File: config.mk
export PLATFORM = sky130hd
export DESIGN_NAME = soft_mute_ctrl
export DESIGN_NICKNAME = d
export VERILOG_FILES = /design/src/rtl/soft_mute_ctrl.sv
export SDC_FILE = /design/constraint.sdc
export NUM_CORES = 2
export LEC_CHECK = 0
export BUFFER_PORTS_ARGS = -buffer_cell sky130_fd_sc_hd__buf_2
export CAP_MARGIN = 20
export CORE_UTILIZATION = 57
export CTS_CLUSTER_SIZE = 14
export DETAILED_ROUTE_END_ITERATION = 12
export PLACE_DENSITY = 0.81
export REMOVE_ABC_BUFFERS = 1
export SLEW_MARGIN = 10
export SYNTH_ARGS = -nofsm -noshare
export SYNTH_HDL_FRONTEND = slang
export SYNTH_SLANG_ARGS = --single-unit
File: constraint.sdc
create_clock -name clk -period 14.1 [get_ports clk]
set_input_delay 2.82 -clock clk [delete_from_list [all_inputs] [get_ports clk]]
set_output_delay 2.82 -clock clk [all_outputs]
set_load 0.05 [all_outputs]
File: src/rtl/soft_mute_ctrl.sv
module soft_mute_ctrl #(
  parameter int DATA_W     = 24,
  parameter int GAIN_FRAC  = 24,
  parameter int INTERP_LEN = 27488,
  parameter int DECIM_LEN  = 54976
) (
  input  logic              clk,
  input  logic              rst_n,
  input  logic [DATA_W-1:0] in_data,
  input  logic              in_stb,
  input  logic              src_valid,
  input  logic              decim_mode,
  input  logic              fsi_tick,
  input  logic              fso_tick,
  output logic [DATA_W-1:0] out_data,
  output logic              out_stb,
  output logic              mute_hard,
  output logic              mute_ramp,
  output logic              mute_done
);

  localparam int MAX_LEN = (INTERP_LEN > DECIM_LEN) ? INTERP_LEN : DECIM_LEN;
  localparam int CW      = $clog2(MAX_LEN + 1);
  localparam int GW      = GAIN_FRAC + 1;
  localparam int PW      = DATA_W + GAIN_FRAC + 2;
  localparam logic [GW-1:0] UNITY   = GW'(1) << GAIN_FRAC;
  localparam logic [GW-1:0] RECIP_I = GW'((64'd1 << GAIN_FRAC) / INTERP_LEN);
  localparam logic [GW-1:0] RECIP_D = GW'((64'd1 << GAIN_FRAC) / DECIM_LEN);
  localparam logic [PW-1:0] HALF    = PW'(1) << (GAIN_FRAC - 1);

  logic [CW-1:0] cnt;
  logic          mode_q;

  logic [CW-1:0] len_now, len_q;
  logic          tick_sel, mode_chg, at_end;
  logic [GW-1:0] gain;
  logic signed [PW-1:0] prod, rounded, scaled;

  assign len_now  = decim_mode ? CW'(DECIM_LEN) : CW'(INTERP_LEN);
  assign len_q    = mode_q ? CW'(DECIM_LEN) : CW'(INTERP_LEN);
  assign tick_sel = decim_mode ? fso_tick : fsi_tick;
  assign mode_chg = decim_mode != mode_q;
  assign at_end   = cnt == len_q;

  always_ff @(posedge clk) begin
    if (!rst_n) begin
      cnt    <= '0;
      mode_q <= 1'b0;
    end else begin
      mode_q <= decim_mode;
      if (!src_valid || mode_chg)
        cnt <= '0;
      else if (tick_sel && cnt != len_now)
        cnt <= cnt + 1'b1;
    end
  end

  assign gain    = at_end ? UNITY
                 : GW'(cnt) * (mode_q ? RECIP_D : RECIP_I);
  assign prod    = PW'($signed(in_data)) * $signed({1'b0, gain});
  assign rounded = prod + $signed(HALF);
  assign scaled  = rounded >>> GAIN_FRAC;

  always_ff @(posedge clk) begin
    if (!rst_n) begin
      out_data <= '0;
      out_stb  <= 1'b0;
    end else begin
      out_stb <= in_stb;
      if (!src_valid)
        out_data <= '0;
      else if (in_stb)
        out_data <= scaled[DATA_W-1:0];
    end
  end

  assign mute_hard = cnt == '0;
  assign mute_done = at_end && !mute_hard;
  assign mute_ramp = !mute_hard && !at_end;

  assert_status_onehot_R9: assert property (@(posedge clk) disable iff (!rst_n)
    $onehot({mute_hard, mute_ramp, mute_done}));

  assert_hard_mute_R2: assert property (@(posedge clk) disable iff (!rst_n)
    !src_valid |=> (out_data == '0) && mute_hard);

  assert_count_bound_R3: assert property (@(posedge clk) disable iff (!rst_n)
    cnt <= len_q);

  assert_tick_gate_R4: assert property (@(posedge clk) disable iff (!rst_n)
    (src_valid && !mode_chg && !tick_sel) |=> $stable(cnt));

  assert_mode_restart_R8: assert property (@(posedge clk) disable iff (!rst_n)
    (src_valid && mode_chg) |=> mute_hard);

  assert_unity_exact_R6: assert property (@(posedge clk) disable iff (!rst_n)
    (mute_done && src_valid && in_stb) |=> out_data == $past(in_data));

  assert_strobe_delay_R10: assert property (@(posedge clk) disable iff (!rst_n)
    in_stb |=> out_stb);

endmodule

==> out/results.ini <==
[status]
status=complete, no violations

[floorplan]
ios=59
chipWidth_um=208
num_rows=75
die_y_um=208
die_area_um2=43300
start_util_pct=57.7
core_um2=41900

[cts]
cts_tree=done
clkSlewWorstSetupHoldPaths_ns=0.06
post-cts-setup-buffers=0
root_buffer=clkbuf_16
post_cts_resized=0
worst_skew_pair.late_latency_ns=0.29
cts_num_sinks=42
cts.path.max_buffers=2
hold_buffers=0
cts_max_level=2
cts_buffers=5

[cells_and_area]
fin_nets=3548
n_antenna_cell=0
area_delta_synth_final_pct=3.71
layoutNonFillerInstCount=3224
drive_gt1_share_pct=4.66
fin_area_um2=25100
num-fill-cells=3562
final_core_util_pct=59.9

[logic_synthesis]
synth.avg_cell_area_um2=8.94
synthCells=2710
synth-edff-count=0
async_flop_share_pct=0
yosysSeqAreaShare_pct=3.47
synth.ff_latch_count=42
syn-cell-area_um2=24200
synth_ff_type=dfxtp_1
synth_cell_types=67
synth-warning-count=0

[global_routing]
overflow=0
grt.total_usage_pct=31.9
grt_start_max_net_pins=95
antenna_found_initial=2
grt_first_pass_wirelength_mm=108
grt_pass1_vias=20813

[detailed_routing]
vias=18451
drtIter0Drc=1361
ant_nets=0
wl_per_cell_um=20.1
wirelength_mm=64.9
post-route-drc-count=0
dr.pass1.iters=5
via_per_inst=5.72

[worst_setup_path]
critPathLaunchType=flip-flop
cpMostUsedCell=fa_1
critical_path_class=flip-flop to flip-flop
cpPeakStageDelay_ns=0.80
critical_path_arrival_ns=13.36
crit_path_max_fanout=19
crit_required_ns=14.28
cpLargestDelayFamily=adder cells
critPathCaptureType=flip-flop
cp_slowest_cell=xnor2_1
crit_buf_inv=8

[timing]
finalCriticalPeriod_ns=13.18
fmax_ghz=0.0759
fin_skew_ns=0.00633
slew_headroom_pct=29.9
fin_setup_tns_ns=0
tightest_slew_ns=1.05
finalSetupViolCount=0
fin_crit_sh_pct=93.5
hold_ws_ns=0.498
finalHoldViolCount=0
maxSlewViolCount=0
grt_setup_unrepaired=no

[placement]
portBuffers=58
dpl.hpwl_mm=51.7
post-place-cells=3216
postPlaceCellArea_um2=25000
place_congestion=0.998

[power_and_ir_drop]
power_leakage_nw=13.6
irDropWorstVdd_v=0.000209
powerDensity_nw_per_um2=91.7

[worst_hold_path]
hold_path.class=flip-flop to flip-flop

[job]
cap_viol_max_count=0

[cell families after synthesis]
logic type | after synthesis | share of synthesized area [%]
adders and majority gates | 833 | 60.5
xor gates and xnor gates | 58 | 2.13
muxes | 19 | 0.790
DFF | 42 | 3.47
AOI/OAI and AO/OA | 164 | 4.73
and+or+nand+nor | 825 | 16.3
other | 2 | 0.0310
buffers and inverters | 767 | 12.0
[worst min-delay path, stage by stage (launching register included)]
cell     delay [ns]
dfxtp_1        0.32
mux2i_1        0.06
nor2_1         0.08
[state kept, by name, summed over array words and instances (netlist names)]
register / count
out_data: 24
cnt: 16
out_stb: 1
mode_q: 1
[cells in the final DEF, fill, tap and decap left out, drive strengths merged, types with 10 or more instances in the layout]
master | synthesis | routed
ha | 269 | 269
o21a | 10 | 10
buf | 17 | 95
nor2 | 69 | 69
mux2i | 18 | 18
and2 | 85 | 85
nor3 | 12 | 12
a21o | 30 | 30
fa | 564 | 564
and3 | 154 | 154
inv | 631 | 631
a21oi | 45 | 45
o21ai | 34 | 34
nand3 | 20 | 20
nand2b | 23 | 23
xor2 | 19 | 19
dfxtp | 42 | 42
nand2 | 412 | 412
xnor2 | 39 | 39
[cell type report]
cell class	instances	area (um^2)	share of cell area (%)
timing repair buffer	95	568	2.26
multi-input combinational	1908	20500	81.7
inverter	632	2370	9.44
clock buffer	7	143	0.568
clock inverter	1	5.00	0.0199
tap	539	674	2.68
sequential	42	841	3.35
[Yosys cell counts (4+ instances only)]
cell	instances	area [um^2]
and3_1	154	963
xor2_1	19	166
nand3b_1	4	30.0
o21a_1	10	75.1
nand2b_1	23	144
nor2_1	69	259
inv_1	631	2370
or2_2	7	43.8
a21oi_1	45	225
or3_1	8	50.1
nor2b_1	8	50.1
nor4_1	4	25.0
nand3_1	20	100
a21o_1	30	225
nor3_1	11	55.1
fa_1	564	11300
and2_1	84	526
nand4_1	8	50.1
xnor2_1	38	333
dfxtp_1	42	841
clkbuf_1	118	443
buf_1	10	37.5
buf_2	4	20.0
nand2_1	412	1550
o21ai_0	30	150
a211oi_1	5	37.5
a31oi_1	5	31.3
ha_1	269	3370
mux2i_1	18	180
o21bai_1	4	30.0
[where the power goes]
part / leakage (nW) / total, W / switching, W / internal, W
Sequential: 0.341 / 0.000137 / 0.00000587 / 0.000131
Combinational: 13.2 / 0.00205 / 0.00126 / 0.000794
Clock: 0.0739 / 0.000117 / 0.0000471 / 0.0000702
Total: 13.6 / 0.00230 / 0.00131 / 0.000995
[worst paths after layout]
| check | endpoint | slack (ns) | start | cells past startpoint |
|---|---|---|---|---|
| worst min-delay path | out_data[18] | 0.50 | out_data[18] | 2 |
| worst max-delay path | out_data[7] | 0.92 | mode_q | 44 |
| worst max register to register | out_data[7] | 0.92 | mode_q | 44 |
| worst min register to register | out_data[18] | 0.50 | out_data[18] | 2 |
[routing by layer]
layer	vias to the layer above	track usage, %	part of all wire [%]
met5	-	0	0
met2	923	54.0	48
met1	9261	39.8	37
met3	196	6.81	10
li1	8071	-	-
met4	0	12.9	4.6
[through the flow]
stage                     total power [W]  worst slack, ns
after floorplan                   0.00151             1.40
after global placement            0.00208             1.40
after detailed placement          0.00212             1.14
after CTS                         0.00227             1.06
after global routing              0.00256            0.301
final                             0.00230            0.920
Note: power is estimated with default switching activity, not from simulation.
